[src/rtl/i2cw_pkg.sv]
package i2cw_pkg;
  typedef enum logic [2:0] {
    S_IDLE,
    S_START,
    S_BIT,
    S_ACK,
    S_STOP
  } slot_e;
endpackage

[src/rtl/i2cw_clkdiv.sv]
module i2cw_clkdiv #(
  parameter int DIV_W = 8
) (
  input  logic             clk_i,
  input  logic             rst_ni,
  input  logic             clr_i,
  input  logic             en_i,
  input  logic [DIV_W-1:0] div1_i,
  input  logic [DIV_W-1:0] div2_i,
  output logic             tick_o
);
  logic [DIV_W-1:0] c1_q, c2_q, d1_last;
  logic             m_tick;

  assign d1_last = (div1_i == '0) ? '0 : div1_i - 1'b1;
  assign m_tick  = en_i && (c1_q >= d1_last);
  assign tick_o  = m_tick && (c2_q >= div2_i);

  always_ff @(posedge clk_i or negedge rst_ni) begin
    if (!rst_ni) begin
      c1_q <= '0;
      c2_q <= '0;
    end else if (clr_i || !en_i) begin
      c1_q <= '0;
      c2_q <= '0;
    end else begin
      c1_q <= m_tick ? '0 : c1_q + 1'b1;
      if (m_tick) c2_q <= tick_o ? '0 : c2_q + 1'b1;
    end
  end
endmodule

[src/rtl/i2cw_fifo.sv]
module i2cw_fifo #(
  parameter int DEPTH = 16,
  parameter int W     = 8,
  localparam int AW   = $clog2(DEPTH)
) (
  input  logic         clk_i,
  input  logic         rst_ni,
  input  logic         flush_i,
  input  logic         push_i,
  input  logic [W-1:0] din_i,
  input  logic         pop_i,
  output logic [W-1:0] head_o,
  output logic [AW:0]  level_o
);
  logic [W-1:0]  mem [DEPTH];
  logic [AW-1:0] wp_q, rp_q;
  logic [AW:0]   lvl_q;
  logic          push_ok, pop_ok;

  assign push_ok = push_i && (lvl_q < (AW+1)'(DEPTH));
  assign pop_ok  = pop_i && (lvl_q != '0);
  assign head_o  = mem[rp_q];
  assign level_o = lvl_q;

  always_ff @(posedge clk_i) begin
    if (push_ok && !flush_i) mem[wp_q] <= din_i;
  end

  always_ff @(posedge clk_i or negedge rst_ni) begin
    if (!rst_ni) begin
      wp_q  <= '0;
      rp_q  <= '0;
      lvl_q <= '0;
    end else if (flush_i) begin
      wp_q  <= '0;
      rp_q  <= '0;
      lvl_q <= '0;
    end else begin
      if (push_ok) wp_q <= (wp_q == AW'(DEPTH-1)) ? '0 : wp_q + 1'b1;
      if (pop_ok)  rp_q <= (rp_q == AW'(DEPTH-1)) ? '0 : rp_q + 1'b1;
      lvl_q <= lvl_q + (AW+1)'(push_ok) - (AW+1)'(pop_ok);
    end
  end
endmodule

[src/rtl/i2cw_seq.sv]
module i2cw_seq import i2cw_pkg::*; #(
  parameter int AW = 4
) (
  input  logic          clk_i,
  input  logic          rst_ni,
  input  logic          clr_i,
  input  logic          tick_i,
  input  logic          go_i,
  input  logic [6:0]    dev_addr_i,
  input  logic [7:0]    sub_addr_i,
  input  logic [AW-1:0] len_m1_i,
  input  logic [7:0]    fifo_data_i,
  input  logic          sda_i,
  output logic          scl_o,
  output logic          sda_o,
  output logic          busy_o,
  output logic          pop_o,
  output logic          done_o,
  output logic          abort_o
);
  slot_e       st_q;
  logic [1:0]  ph_q;
  logic [2:0]  bit_q;
  logic [7:0]  sh_q, sub_q;
  logic [AW:0] left_q;
  logic        sub_pend_q, nack_q, slot_end;

  assign slot_end = tick_i && (st_q != S_IDLE) && (ph_q == 2'd2);
  assign pop_o    = slot_end && (st_q == S_ACK) && !nack_q && !sub_pend_q && (left_q != '0);
  assign abort_o  = slot_end && (st_q == S_ACK) && nack_q;
  assign done_o   = slot_end && (st_q == S_STOP);
  assign busy_o   = (st_q != S_IDLE);

  always_comb begin
    unique case (st_q)
      S_START: begin scl_o = (ph_q != 2'd2); sda_o = (ph_q == 2'd0); end
      S_BIT:   begin scl_o = (ph_q == 2'd1); sda_o = sh_q[7];        end
      S_ACK:   begin scl_o = (ph_q == 2'd1); sda_o = 1'b1;           end
      S_STOP:  begin scl_o = (ph_q != 2'd0); sda_o = (ph_q == 2'd2); end
      default: begin scl_o = 1'b1;           sda_o = 1'b1;           end
    endcase
  end

  always_ff @(posedge clk_i or negedge rst_ni) begin
    if (!rst_ni) begin
      st_q <= S_IDLE; ph_q <= '0; bit_q <= '0; sh_q <= '0; sub_q <= '0;
      left_q <= '0; sub_pend_q <= 1'b0; nack_q <= 1'b0;
    end else if (clr_i) begin
      st_q <= S_IDLE; ph_q <= '0; left_q <= '0; sub_pend_q <= 1'b0; nack_q <= 1'b0;
    end else if (tick_i) begin
      if (st_q == S_IDLE) begin
        if (go_i) begin
          st_q       <= S_START;
          ph_q       <= '0;
          sh_q       <= {dev_addr_i, 1'b0};
          sub_q      <= sub_addr_i;
          left_q     <= {1'b0, len_m1_i} + 1'b1;
          sub_pend_q <= 1'b1;
        end
      end else if (ph_q != 2'd2) begin
        ph_q <= ph_q + 2'd1;
        if (st_q == S_ACK && ph_q == 2'd1) nack_q <= sda_i;  // sampled while scl high
      end else begin
        ph_q <= '0;
        unique case (st_q)
          S_START: begin st_q <= S_BIT; bit_q <= 3'd7; end
          S_BIT: begin
            if (bit_q == 3'd0) st_q <= S_ACK;
            else begin bit_q <= bit_q - 3'd1; sh_q <= {sh_q[6:0], 1'b0}; end
          end
          S_ACK: begin
            if (nack_q) st_q <= S_STOP;
            else if (sub_pend_q) begin
              sh_q <= sub_q; sub_pend_q <= 1'b0; st_q <= S_BIT; bit_q <= 3'd7;
            end else if (left_q != '0) begin
              sh_q <= fifo_data_i; left_q <= left_q - 1'b1; st_q <= S_BIT; bit_q <= 3'd7;
            end else st_q <= S_STOP;
          end
          default: st_q <= S_IDLE;
        endcase
      end
    end
  end
endmodule

[src/rtl/i2cw_writer.sv]
module i2cw_writer #(
  parameter int FIFO_DEPTH = 16,
  parameter int DIV_W      = 8,
  localparam int AW        = $clog2(FIFO_DEPTH)
) (
  input  logic             clk_i,
  input  logic             rst_ni,
  input  logic             soft_rst_i,
  input  logic             clk_en_i,
  input  logic             start_i,
  input  logic [6:0]       dev_addr_i,
  input  logic [7:0]       sub_addr_i,
  input  logic [AW-1:0]    len_m1_i,
  input  logic [7:0]       wdata_i,
  input  logic             wdata_valid_i,
  input  logic [DIV_W-1:0] div1_i,
  input  logic [DIV_W-1:0] div2_i,
  input  logic             sda_i,
  output logic             scl_o,
  output logic             sda_o,
  output logic             busy_o,
  output logic             start_o,
  output logic             err_o,
  output logic [AW:0]      level_o
);
  logic       clk_en_q, start_q, err_q;
  logic       tick, pop, done, abort;
  logic [7:0] head;

  always_ff @(posedge clk_i or negedge rst_ni) begin
    if (!rst_ni) begin
      clk_en_q <= 1'b0;
      start_q  <= 1'b0;
      err_q    <= 1'b0;
    end else if (soft_rst_i) begin
      clk_en_q <= 1'b0;
      start_q  <= 1'b0;
      err_q    <= 1'b0;
    end else begin
      if (clk_en_i) clk_en_q <= 1'b1;
      start_q <= start_i | (start_q & ~done);
      if (abort) err_q <= 1'b1;
    end
  end

  i2cw_clkdiv #(.DIV_W(DIV_W)) i_div (
    .clk_i, .rst_ni, .clr_i(soft_rst_i), .en_i(clk_en_q),
    .div1_i, .div2_i, .tick_o(tick)
  );

  i2cw_fifo #(.DEPTH(FIFO_DEPTH), .W(8)) i_fifo (
    .clk_i, .rst_ni, .flush_i(soft_rst_i | abort),
    .push_i(wdata_valid_i & ~soft_rst_i), .din_i(wdata_i),
    .pop_i(pop), .head_o(head), .level_o
  );

  i2cw_seq #(.AW(AW)) i_seq (
    .clk_i, .rst_ni, .clr_i(soft_rst_i), .tick_i(tick), .go_i(start_q),
    .dev_addr_i, .sub_addr_i, .len_m1_i, .fifo_data_i(head), .sda_i,
    .scl_o, .sda_o, .busy_o, .pop_o(pop), .done_o(done), .abort_o(abort)
  );

  assign start_o = start_q;
  assign err_o   = err_q;
endmodule

[config.mk]
export PLATFORM = sky130hd
export DESIGN_NAME = i2cw_writer
export DESIGN_NICKNAME = d
export VERILOG_FILES = /design/src/rtl/i2cw_pkg.sv /design/src/rtl/i2cw_clkdiv.sv /design/src/rtl/i2cw_fifo.sv /design/src/rtl/i2cw_seq.sv /design/src/rtl/i2cw_writer.sv
export SDC_FILE = /design/constraint.sdc
export NUM_CORES = 1
export LEC_CHECK = 0
export ABC_AREA = 1
export BUFFER_PORTS_ARGS = -buffer_cell sky130_fd_sc_hd__buf_4
export CAP_MARGIN = 20
export CORE_UTILIZATION = 45
export DETAILED_ROUTE_END_ITERATION = 10
export PLACE_DENSITY = 0.65
export SYNTH_ARGS = -nofsm -noshare
export SYNTH_HDL_FRONTEND = slang
export SYNTH_SLANG_ARGS = --single-unit
[constraint.sdc]
create_clock -name clk_i -period 7.1 [get_ports clk_i]
set_input_delay 0.355 -clock clk_i [delete_from_list [all_inputs] [get_ports clk_i]]
set_output_delay 0.355 -clock clk_i [all_outputs]
set_load 0.02 [all_outputs]
# Yosys cells after proc, flatten, opt, wreduce, memory -nomap -nowiden
# Memories as Yosys holds them, arrays and structs flattened.
# Index checks and enable logic that the tools add are counted.
[word_totals]
reg_bits = 63
mem_bits_rw = 128
in_bits = 50
output_inout_bits = 10
wordCells = 181
mem_count = 1
[classes]
addsub = 11
order_cmp = 3
n_eq_ne = 23
muxes = 71
bitwise = 8
n_reduce_logical = 48
[mem_list]
columns = ["name", "words", "width", "read_ports", "rd_clocked_by_memory_dff", "wr", "line", "text"]
rows = [
  ["i_fifo.mem", 16, 8, 1, 0, 1, "i2cw_fifo.sv:15", "logic [W-1:0] mem [DEPTH];"],
]
[op_table]
columns = ["cell", "count"]
rows = [
  ["$mux W8", 13],
  ["$mux W5", 10],
  ["$mux W3", 13],
  ["$mux W4", 6],
  ["$mux W1", 19],
  ["$pmux W3 S3", 2],
  ["$reduce_bool A2 Y1", 9],
  ["$add A8 B1 Y8 const B", 2],
  ["$ge A8 B8 Y1", 2],
  ["$pmux W8 S2", 1],
  ["$reduce_and A8 Y1", 2],
  ["$ne A3 B3 Y1 const B", 5],
  ["$reduce_bool A3 Y1", 5],
  ["$logic_and A1 B1 Y1", 14],
  ["$ne A2 B2 Y1 const B", 6],
  ["$reduce_and A4 Y1", 3],
  ["$mux W2", 5],
  ["$reduce_bool A5 Y1", 2],
  ["$add A4 B1 Y4 const B", 2],
  ["$eq A4 B4 Y1 const B", 2],
  ["$logic_not A8 Y1", 1],
  ["$ne A4 B2 Y1 const B", 2],
  ["$sub A8 B1 Y8 const B", 1],
  ["$reduce_and A7 Y1", 1],
  ["other kinds (25)", 36],
]

# Logic depth before layout (Yosys ltp)
[logic_depth]
depth_word = 14
ltp_mapped = 29

# Cells and area by module
# Synthesis repeated with hierarchy kept, for this count alone.
[hier_totals]
hier_cells = 1213
hier_area_um2 = 10171.0
[by_module_without_submodules]
columns = ["module", "n_inst", "cells_per_inst", "area_per_inst_um2"]
rows = [
  ["i2cw_fifo", 1, 671, 6459.9],
  ["i2cw_seq", 1, 321, 2120.8],
  ["i2cw_clkdiv", 1, 207, 1470.2],
  ["i2cw_writer", 1, 14, 120.1],
]

# Worst setup path after synthesis
# No wires, ideal clock.
[synth_timing]
kind = "input to register"
from = "input port div1_i[0]"
to = "register i_fifo.lvl_q[4] (netlist: i_fifo.level_o[4])"
arrival_ns = 3.634
setup_slack_ns = 3.393
cell_stages = 26
n_path_buf = 0
cell_sequence = "inv_1 ha_1 nand2_1 or2_2 nor3_1 inv_1 nand3_1 ha_1 a21o_1 nor2_1 nand2_2 nand3_4 nor2_2 nand2_1 inv_1 ha_1 inv_1 ha_1 inv_1 fa_1 nor2_1 nor2_1 nor2_1 nor2_1 xor2_1 nor2_1"
[synth_via]
elab_chain_len = 14
[synth_lines]
columns = ["item", "line", "text"]
rows = [
  ["start, declared", "i2cw_writer.sv:16", "input logic [DIV_W-1:0] div1_i,"],
  ["$sub A8 B1 Y8 or $logic_not A8 Y1 (tied branches)", "i2cw_clkdiv.sv:15", "assign d1_last = (div1_i == '0) ? '0 : div1_i - 1'b1;"],
  ["$mux W8 (*)", "i2cw_clkdiv.sv:15", ""],
  ["$ge A8 B8 Y1 (*)", "i2cw_clkdiv.sv:16", "assign m_tick = en_i && (c1_q >= d1_last);"],
  ["$logic_and A1 B1 Y1 (*)", "i2cw_clkdiv.sv:16", ""],
  ["$logic_and A1 B1 Y1 (*)", "i2cw_clkdiv.sv:17", "assign tick_o = m_tick && (c2_q >= div2_i);"],
  ["$logic_and A1 B1 Y1 (*) (2 in a row)", "i2cw_seq.sv:28", "assign slot_end = tick_i && (st_q != S_IDLE) && (ph_q == 2'd2);"],
  ["$logic_and A1 B1 Y1 (*)", "i2cw_seq.sv:29, i2cw_seq.sv:30", ""],
  ["$logic_and A1 B1 Y1 (3 in a row)", "i2cw_seq.sv:29", "assign pop_o = slot_end && (st_q == S_ACK) && !nack_q && !sub_pend_q && (left_q != '0);"],
  ["$logic_and A1 B1 Y1", "i2cw_fifo.sv:21", "assign pop_ok = pop_i && (lvl_q != '0);"],
  ["$sub A5 B1 Y5", "i2cw_fifo.sv:41", "lvl_q <= lvl_q + (AW+1)'(push_ok) - (AW+1)'(pop_ok);"],
  ["$mux W5 (*)", "i2cw_fifo.sv:34", "end else if (flush_i) begin"],
  ["end signal, assigned", "i2cw_fifo.sv:41", ""],
  ["end, declared", "i2cw_fifo.sv:17", "logic [AW:0] lvl_q;"],
]
# Every way passes the cells marked *; elsewhere a longest branch is shown, timed or not.
# A chain may end at the register's enable or synchronous reset.

# Final worst setup path
# Ends and elaborated chain as after synthesis.

==> impl_metrics.json <==
{
  "status": "finished with violations",
  "violations": "negative hold slack",
  "cp_max_fo": 5,
  "syn-num-nets": 1087,
  "period_minus_slack_ps": 3700,
  "cp.required_ps": 7480,
  "reg2reg_slack_ps": 4010,
  "power_frac_clock": 0.349,
  "diodes": 0,
  "syn_avg_cell_area_um2": 9.568,
  "rsz0062_at_grt": "false",
  "synth_cell_type_count": 50,
  "crit_type": "in2reg",
  "switching_share": 0.3203,
  "tightest_slew_ps": 928.2,
  "worstRegToRegCells": 17,
  "timing.rr.end": "i_fifo.level_o[4]",
  "area_growth_pct": 12.92,
  "fin_worst_skew_ps": 13.28,
  "antenna_found_initial": 0,
  "peakVddDrop_mv": 0.1407,
  "cts_max_level": 4,
  "clk_latency_ps": 450,
  "startpoint_type": "input pin",
  "synth_area_um2": 9578,
  "die_w_um": 147.9,
  "relSlewSlack": 0.3812,
  "cts_buffer_depth": 2,
  "ys_seq_elements": 191,
  "utilization": 0.5161,
  "io_buffer_count": 59,
  "grt_pass1_vias": 6803,
  "initial_core_util": 0.4571,
  "cts_hold_buffers": 0,
  "coreArea_um2": 20960,
  "p_switching_uw": 893.9,
  "die_h_um": 147.9,
  "synth_cells": 1001,
  "drive_above_1_share": 0.1283,
  "dp_hpwl_mm": 14.79,
  "yosysSeqAreaShare": 0.5659,
  "cts.sinks": 191,
  "io_pins": 60,
  "hold_violations": 1,
  "intPower_mw": 1.897,
  "multi_input_area_um2": 3565,
  "period_share": 0.5212,
  "ctsResizeCount": 0,
  "synthArstFlopShare": 0.3298,
  "routedWlPerCell_um": 16.36,
  "cts_tree": "yes",
  "viasPerCell": 5.291,
  "die_area_um2": 21870,
  "crit_arrival_ps": 4080,
  "overflow": 0,
  "nets": 1133,
  "synth-edff-count": 128,
  "grt_max_degree": 64,
  "rr_startpoint": "i_seq.st_q[1]",
  "place_area_um2": 10210,
  "rows": 53,
  "drtAntennaViolNets": 0,
  "yosysWarnings": 0,
  "crit_path_end_kind": "flip-flop",
  "drv_slew": 0,
  "synthFlopType": "edfxtp_1",
  "leakage_nw": 4.450,
  "finalPower_mw": 2.791,
  "hold_ws_ps": -3.804,
  "clkTransAtPathRegs_ps": 80,
  "drtIter0Drc": 580,
  "hp-class": "in2async",
  "cts_setup_buffers": 0,
  "grt_pass1_wl_mm": 35.62,
  "p_seq_frac": 0.455,
  "setup_tns_ps": 0,
  "routed_wl_mm": 21.84,
  "register_area_um2": 5421,
  "p_per_area_nw_per_um2": 258.0,
  "fmax_mhz": 270.3,
  "gp_congestion": 0.8464,
  "dr_total_vias": 7064,
  "maxCapViolations": 0,
  "setup_viol": 0,
  "fillers": 1940,
  "track_usage": 0.2117,
  "cts-root-buf": "clkbuf_16",
  "drc_errors": 0,
  "dr.pass1.iters": 5,
  "design_area_um2": 10820,
  "cts_buffers": 17,
  "combPwrFrac": 0.197
}
kinds of logic (layout without fill, tap and decap cells):
group,count (synthesis),in the layout,share of synthesized area
AND/OR/NAND/NOR,438,438,0.2041
flip-flops,191,191,0.5659
AO/OA/AOI/OAI,179,179,0.1084
buffers and inverters,144,203,0.06192
adder cells (fa/ha/maj),36,36,0.04781
XOR/XNOR,13,13,0.01189
per-layer routing:
layer,GRT usage,up-vias,part of all wire
li1,-,3471,-
met1,0.2919,3417,0.46
met2,0.3394,157,0.48
met3,0.04259,19,0.048
met4,0.05876,0,0.011
met5,0,-,0
sequential cells by signal (all words and copies together) (netlist names), 2 cells and up:
register,count
i_fifo.rp_q,4
i_seq.st_q,3
i_fifo.level_o,5
i_seq.sub_q,8
i_seq.bit_q,3
i_fifo.mem,128
i_fifo.wp_q,4
i_div.c1_q,8
i_div.c2_q,8
i_seq.sh_q,8
i_seq.left_q,5
i_seq.ph_q,2
layout make-up:
class	count	share of cell area
Clock inverter	15	0.01689
Multi-Input combinational cell	666	0.3296
Inverter	109	0.03806
Sequential cell	191	0.5013
Tap cell	275	0.03181
Clock buffer	17	0.03933
Timing Repair Buffer	62	0.04304
power groups by stage:
stage | Combinational [mW] | Clock (mW) | Sequential, mW
2_1_floorplan | 0.387 | 0 | 1.28
3_3_place_gp | 0.537 | 0 | 1.29
3_5_place_dp | 0.541 | 0 | 1.29
4_1_cts | 0.549 | 0.986 | 1.27
5_1_grt | 0.616 | 1.03 | 1.28
6_report | 0.548 | 0.973 | 1.27
placed cells by master (no fill, tap or decap), types with 7 or more instances in the layout:
master,instances
xor2_1,8
o21ai_0,82
inv_1,100
nor2_1,175
a21oi_1,40
nor3_1,7
a21oi_2,7
nand2_1,154
edfxtp_1,128
clkbuf_16,17
nand4_1,15
buf_4,62
o211ai_1,28
ha_1,35
o21ai_1,9
nand3_1,54
dfrtp_1,62
worst max-delay path, stage by stage:
cell	delay, ps
buf_4	120
inv_1	50
ha_1	170
nand2_1	70
or2_2	290
nor3_1	290
inv_1	150
nand3_1	110
ha_1	240
a21oi_1	140
nor2_1	50
nor2_1	110
nand2_2	120
nand3_4	140
nor2_2	60
nand2_1	100
inv_1	50
ha_1	260
inv_1	60
ha_1	150
inv_1	50
fa_1	370
nor2_1	150
nor2_1	50
nor2_1	80
nor2_1	50
xor2_1	130
nor2_1	90
worst max path at each step:
stage	cells after the start	from	slack (ps)	to
after global routing	30	div1_i[0]	3040	i_fifo.level_o[4]
after global placement	30	div1_i[0]	3010	i_fifo.level_o[4]
after floorplan	26	div1_i[0]	3390	i_fifo.level_o[4]
after CTS	27	div1_i[0]	3390	i_fifo.level_o[4]
after detailed placement	30	div1_i[0]	2920	i_fifo.level_o[4]
final	28	div1_i[0]	3400	i_fifo.level_o[4]
cell usage after synthesis, types with 2 or more instances:
| master | n | area [µm²] |
|---|---|---|
| nor2_1 | 175 | 656.9 |
| nand2_1 | 154 | 578.1 |
| edfxtp_1 | 128 | 3844 |
| inv_1 | 100 | 375.4 |
| o21ai_0 | 82 | 410.4 |
| dfrtp_1 | 63 | 1577 |
| nand3_1 | 54 | 270.3 |
| a21oi_1 | 40 | 200.2 |
| ha_1 | 35 | 437.9 |
| o211ai_1 | 28 | 210.2 |
| clkbuf_1 | 15 | 56.30 |
| nand4_1 | 15 | 93.84 |
| buf_2 | 10 | 50.05 |
| o21ai_1 | 9 | 45.04 |
| xor2_1 | 8 | 70.07 |
| a21oi_2 | 7 | 61.31 |
| nor3_1 | 7 | 35.03 |
| buf_4 | 6 | 45.04 |
| inv_2 | 5 | 18.77 |
| nand2_2 | 5 | 31.28 |
| or2_2 | 5 | 31.28 |
| xnor2_1 | 5 | 43.79 |
| nand3_4 | 4 | 70.07 |
| nor2_4 | 4 | 45.04 |
| clkinv_1 | 3 | 11.26 |
| nor3b_1 | 3 | 22.52 |
| buf_1 | 2 | 7.510 |
| buf_6 | 2 | 22.52 |
| nor2_2 | 2 | 12.51 |
| nor2_8 | 2 | 40.04 |
| nor3_2 | 2 | 20.02 |
| o221ai_1 | 2 | 17.52 |
| o22ai_1 | 2 | 12.51 |
stage by stage:
stage	hold slack, ps	instances	setup WS [ps]
finish	-3.804	1335	3400
global route	76.24	1335	3038
CTS	29.88	1335	3387
detailed placement	466.0	1303	2915
global placement	465.0	1303	3006
floorplan	59.41	1001	3393
(Power assumes the default switching activity.)
